$ cat config.mk
export PLATFORM = sky130hd
export DESIGN_NAME = dpwm_multiphase
export DESIGN_NICKNAME = d
export VERILOG_FILES = /design/src/rtl/dpwm_pkg.sv /design/src/rtl/dpwm_ontime.sv /design/src/rtl/dpwm_phase_engine.sv /design/src/rtl/dpwm_multiphase.sv
export SDC_FILE = /design/constraint.sdc
export NUM_CORES = 1
export LEC_CHECK = 0
export BUFFER_PORTS_ARGS = -buffer_cell sky130_fd_sc_hd__buf_2
export CORE_MARGIN = 2
export CORE_UTILIZATION = 30
export CTS_BUF_LIST = sky130_fd_sc_hd__clkbuf_4 sky130_fd_sc_hd__clkbuf_8
export DETAILED_ROUTE_END_ITERATION = 10
export PLACE_DENSITY = 0.42
export SYNTH_ARGS = -nofsm -noshare
export SYNTH_HDL_FRONTEND = slang
export SYNTH_SLANG_ARGS = --single-unit
$ cat constraint.sdc
create_clock -name clk -period 12.5 [get_ports clk]
set_input_delay 0.625 -clock clk [delete_from_list [all_inputs] [get_ports clk]]
set_output_delay 0.625 -clock clk [all_outputs]
set_load 0.01 [all_outputs]
$ cat src/rtl/dpwm_pkg.sv
package dpwm_pkg;

    // Control effort is a pure fraction of full duty with this many bits.
    localparam int DUTY_FRAC_W = 11;
    localparam int DUTY_FULL   = 1 << DUTY_FRAC_W;

    // What the ramp does at the next edge.
    typedef enum logic [1:0] {
        EV_RUN  = 2'd0,
        EV_WRAP = 2'd1,
        EV_SYNC = 2'd2
    } ramp_event_e;

endpackage

$ cat src/rtl/dpwm_ontime.sv
// Combinational on-time calculation: trim, clamp, scale by period.
module dpwm_ontime
    import dpwm_pkg::*;
#(
    parameter int CNT_W  = 12,
    parameter int TRIM_W = 8
) (
    input  logic [DUTY_FRAC_W-1:0] effort,
    input  logic [TRIM_W-1:0]      trim,
    input  logic [CNT_W-1:0]       per,
    output logic [CNT_W-1:0]       on_ticks
);
    localparam int ADJ_W  = ((TRIM_W + 1) > (DUTY_FRAC_W + 2)) ? (TRIM_W + 2) : (DUTY_FRAC_W + 3);
    localparam int CLMP_W = DUTY_FRAC_W + 1;
    localparam int PROD_W = CLMP_W + CNT_W;

    logic signed [ADJ_W-1:0] sum_s;
    logic [CLMP_W-1:0]       adj;
    logic [PROD_W-1:0]       prod;

    always_comb begin
        sum_s = $signed({{(ADJ_W-DUTY_FRAC_W){1'b0}}, effort})
              + $signed({{(ADJ_W-TRIM_W){trim[TRIM_W-1]}}, trim});
        if (sum_s < 0) begin
            adj = '0;
        end else if (sum_s > $signed(ADJ_W'(DUTY_FULL))) begin
            adj = CLMP_W'(DUTY_FULL);
        end else begin
            adj = CLMP_W'(sum_s);
        end
        prod     = PROD_W'(adj) * PROD_W'(per);
        on_ticks = CNT_W'(prod >> DUTY_FRAC_W);
    end

endmodule

$ cat src/rtl/dpwm_phase_engine.sv
// One ramp counter with boundary-latched on-time and registered output.
module dpwm_phase_engine
    import dpwm_pkg::*;
#(
    parameter int CNT_W = 12
) (
    input  logic             clk,
    input  logic             rst_n,
    input  logic             enable,
    input  logic             sync,
    input  logic [CNT_W-1:0] per_in,
    input  logic [CNT_W-1:0] on_in,
    input  logic [CNT_W-1:0] offset,
    output logic             pwm,
    output logic             sop,
    output logic [CNT_W-1:0] cnt_o,
    output logic [CNT_W-1:0] on_o,
    output logic [CNT_W-1:0] per_o
);
    localparam logic [CNT_W-1:0] PER_RST = CNT_W'(2);
    localparam logic [CNT_W-1:0] ONE     = CNT_W'(1);

    typedef struct packed {
        logic [CNT_W-1:0] cnt;
        logic [CNT_W-1:0] per;
        logic [CNT_W-1:0] on;
        logic             pwm;
        logic             sop;
    } eng_state_t;

    eng_state_t  st_d, st_q;
    ramp_event_e ev;

    always_comb begin
        if (sync) begin
            ev = EV_SYNC;
        end else if (st_q.cnt >= (st_q.per - ONE)) begin
            ev = EV_WRAP;
        end else begin
            ev = EV_RUN;
        end

        st_d = st_q;
        unique case (ev)
            EV_SYNC: begin
                st_d.cnt = (offset < per_in) ? offset : '0;
                st_d.per = per_in;
                st_d.on  = on_in;
                st_d.sop = 1'b1;
            end
            EV_WRAP: begin
                st_d.cnt = '0;
                st_d.per = per_in;
                st_d.on  = on_in;
                st_d.sop = 1'b1;
            end
            default: begin
                st_d.cnt = st_q.cnt + ONE;
                st_d.sop = 1'b0;
            end
        endcase
        st_d.pwm = enable && (st_d.cnt < st_d.on);
    end

    always_ff @(posedge clk or negedge rst_n) begin
        if (!rst_n) begin
            st_q.cnt <= '0;
            st_q.per <= PER_RST;
            st_q.on  <= '0;
            st_q.pwm <= 1'b0;
            st_q.sop <= 1'b0;
        end else begin
            st_q <= st_d;
        end
    end

    assign pwm   = st_q.pwm;
    assign sop   = st_q.sop;
    assign cnt_o = st_q.cnt;
    assign on_o  = st_q.on;
    assign per_o = st_q.per;

endmodule

$ cat src/rtl/dpwm_multiphase.sv
module dpwm_multiphase
    import dpwm_pkg::*;
#(
    parameter int NPH    = 2,
    parameter int CNT_W  = 12,
    parameter int TRIM_W = 8
) (
    input  logic                   clk,
    input  logic                   rst_n,
    input  logic                   enable,
    input  logic                   sync,
    input  logic [CNT_W-1:0]       period,
    input  logic [DUTY_FRAC_W-1:0] effort,
    input  logic [NPH*TRIM_W-1:0]  trim,
    input  logic [NPH*CNT_W-1:0]   phase_off,
    output logic [NPH-1:0]         pwm,
    output logic [NPH-1:0]         sop
);
    localparam logic [CNT_W-1:0] PER_MIN = CNT_W'(2);

    logic [CNT_W-1:0]     per_eff;
    logic [NPH*CNT_W-1:0] on_all;
    logic [NPH*CNT_W-1:0] cnt_all;
    logic [NPH*CNT_W-1:0] per_all;

    assign per_eff = (period < PER_MIN) ? PER_MIN : period;

    for (genvar i = 0; i < NPH; i++) begin : g_phase
        logic [CNT_W-1:0] on_next;

        dpwm_ontime #(
            .CNT_W (CNT_W),
            .TRIM_W(TRIM_W)
        ) u_ontime (
            .effort  (effort),
            .trim    (trim[i*TRIM_W +: TRIM_W]),
            .per     (per_eff),
            .on_ticks(on_next)
        );

        dpwm_phase_engine #(
            .CNT_W(CNT_W)
        ) u_engine (
            .clk   (clk),
            .rst_n (rst_n),
            .enable(enable),
            .sync  (sync),
            .per_in(per_eff),
            .on_in (on_next),
            .offset(phase_off[i*CNT_W +: CNT_W]),
            .pwm   (pwm[i]),
            .sop   (sop[i]),
            .cnt_o (cnt_all[i*CNT_W +: CNT_W]),
            .on_o  (on_all[i*CNT_W +: CNT_W]),
            .per_o (per_all[i*CNT_W +: CNT_W])
        );
    end

endmodule

==> summary.txt <==
port bufs: 70
ys flop type: dfrtp_1
die width: 228 um
RSZ-0062 raised after global routing: false
Post-CTS Setup Bufs: 0
post_cts resized: 0
Critical Path End Type: flip-flop
drt pass-1 iters: 6
Area Growth Syn to Fin: 8.48%
CP startpoint kind: primary input
CP max FO: 34
Max Transition Viols Final: 0
outcome: completed
Net Sw Frac: 49.5%
Clock power frac: 10.3%
commonest non-fill, non-tap cells in the layout: inv_1 (282), nand2_1 (249), ha_1 (206), fa_1 (198), nor2_1 (81)
FMAX: 96.1 MHz
Critical Path RT: 12.83 ns
DR DRC count: 0
Setup TNS: 0 ns
GP Congestion: 0.830
Critical R2R Launch: g_phase[0].u_engine.per_o[1]
Final min period: 10.40 ns
DR vias/cell: 4.82
Clock Latency Late Sink: 0.38 ns
Seq/Total Area, Yosys: 12.6%
# IOs: 71
worst hold slack: 0.109 ns
Util after Layout: 32.8%
Die Y: 228 um
Tot Pwr: 2.00 mW
Post-Route WL: 43600 um
Routed Antenna Nets: 0
Yosys warning count: 0
Antenna diodes: 0
Post-synth EDFFs: 0
Inserted Clock Buffers: 9
core area: 0.0499 mm2
antenna violations before repair: 0
sequential share of power: 18.3%
worst slew pin tran: 1.03 ns
Avg WL per Cell: 17.9 um
worst min-delay path class: primary input to asynchronous set/reset pin
dpl hpwl: 34800 um
largest net degree at the start of global routing: 58
Arrival @ worst endpoint: 10.73 ns
fraction of layout instances using a drive strength above 1: 8.88%
max_cap viols: 0
CTS Sinks: 76
global-route wire length before repair: 71500 um
hold_buf cts: 0
vias in the first global route: 12600
period utilisation layout: 83.2%
Pint: 1.01 mW
Cells after DPL: 2425
commonest non-fill, non-tap cell in the layout: inv_1
P_sw: 991 uW
max_slew headroom: 31.4%
filler-free cell count of the finished design: 2441
Leak Pwr: 8.29 nW
final net count: 2235
final setup fails: 0
Total Routing Usage GR: 17.4%
CTS root buffer: clkbuf_8
CTS tree: done
DRT iter0 DRCs: 576
crit-path most repeated cell: fa_1
gr ovfl total: 0
asr flop ratio synth: 100%
number of H-tree levels: 3
library cells used by synthesis: 75
Slowest Stage Delay on Critical Path: 0.73 ns
Final Hold Viols: 0
Max VDD drop: 0.0633 mV
clock slew seen by the registers of the worst setup and hold paths: 0.10 ns
Post-Syn Area: 0.0151 mm2
# fillers: 5340
via count: 11800
Syn Area/Cell: 8.70 um2
FF+latch count, synth: 76
Synth Net Count: 2202
PD cells: 122 mW/mm2
CTS max path bufs: 2
Die Area: 0.0520 mm2
Setup crit start: effort[3]
Initial Util: 30.2%
Critical-path top delay cell: nor2_1
Comb power frac: 71.4%
Post-Synthesis Cells: 1731
Final Skew: 0.0102 ns
Crit Path Category: primary input to flip-flop
number of core rows: 82
## registers in the layout (all words and copies together), names as in the netlist
signal	cells
g_phase.u_engine.cnt_o	24
g_phase.u_engine.on_o	24
g_phase.u_engine.per_o	24
g_phase.u_engine.pwm	2
g_phase.u_engine.sop	2
## power groups by stage
stage | Combinational, mW | Clock, mW | Sequential [mW]
finish | 1.43 | 0.206 | 0.365
global route | 1.66 | 0.223 | 0.375
CTS | 1.46 | 0.215 | 0.366
detailed placement | 1.44 | 0 | 0.370
global placement | 1.43 | 0 | 0.370
floorplan | 1.07 | 0 | 0.357
## worst max-delay path, delay by kind of cell
kind            cells  cell delay (ns)
fa+ha+maj           8             3.78
compound gates     14             3.05
simple gates       10             2.08
xor+xnor            2             0.69
buf+inv             5             0.35
mux                 1             0.12
## synthesized netlist by cell type, types with 4 or more instances
library cell,number,area share [%]
nand4_1,15,0.62
mux2i_1,17,1.1
nand3b_1,4,0.20
nor4_1,10,0.42
o211ai_1,7,0.35
nor2_1,81,2.0
or2_2,8,0.33
a21oi_1,43,1.4
and3_1,7,0.29
xor2_1,33,1.9
inv_1,282,7.0
a31oi_1,10,0.42
clkbuf_1,51,1.3
dfrtp_1,74,12
nand3_1,21,0.70
and2_1,30,1.2
a21o_1,35,1.7
nand2b_1,17,0.71
o21a_1,16,0.80
fa_1,198,26
mux2_2,30,2.2
ha_1,206,17
a21oi_2,4,0.23
nand2_1,249,6.2
xnor2_1,52,3.0
o21ai_1,6,0.20
buf_4,4,0.20
a211oi_1,12,0.60
buf_1,5,0.12
o21ai_0,46,1.5
nor2b_1,16,0.66
nor3_1,76,2.5
## path summary, 6_finish.rpt
path,to,slack (ns),cells past startpoint
hold / removal,g_phase[0].u_engine.cnt_o[1],0.11,1
max in group asynchronous,g_phase[1].u_engine.cnt_o[1],11.34,2
setup reg to reg,g_phase[0].u_engine.pwm,7.77,25
hold reg to reg,g_phase[0].u_engine.on_o[4],0.49,2
min in group clk,g_phase[0].u_engine.on_o[4],0.49,2
setup / recovery,g_phase[1].u_engine.pwm,2.10,40
## layout make-up
| class | instances | area (um2) | area share (%) |
|---|---|---|---|
| clock buffers | 10 | 138 | 0.843 |
| clock inverters | 6 | 71.3 | 0.437 |
| multi-input cells | 1308 | 11900 | 72.6 |
| inverters | 286 | 1070 | 6.57 |
| well taps | 672 | 841 | 5.15 |
| flip-flops and latches | 76 | 1900 | 11.7 |
| repair buffers | 83 | 450 | 2.76 |
## layer usage
metal	wire [um]	vias up	track usage, %
met4	421	0	2.92
met2	19600	230	28.0
li1	-	5692	-
met3	1960	24	2.25
met5	0	-	0
met1	21600	5812	25.3
## stage by stage
stage	worst slack, ns	instance area [um2]
floorplan	3.54	15100
global placement	1.85	16100
detailed placement	1.80	16100
CTS	2.20	16300
global route	1.24	16300
finish	2.10	16300
## kinds of logic after synthesis
logic type,count (synthesis),share of synthesized area [%]
buffers and inverters,347,8.76
DFF,76,12.6
muxes,49,3.54
adders and majority gates,404,43.4
xor gates and xnor gates,85,4.94
and+or+nand+nor,549,16.7
AOI/OAI and AO/OA,221,9.95
Note: power is estimated with default switching activity, not from simulation.
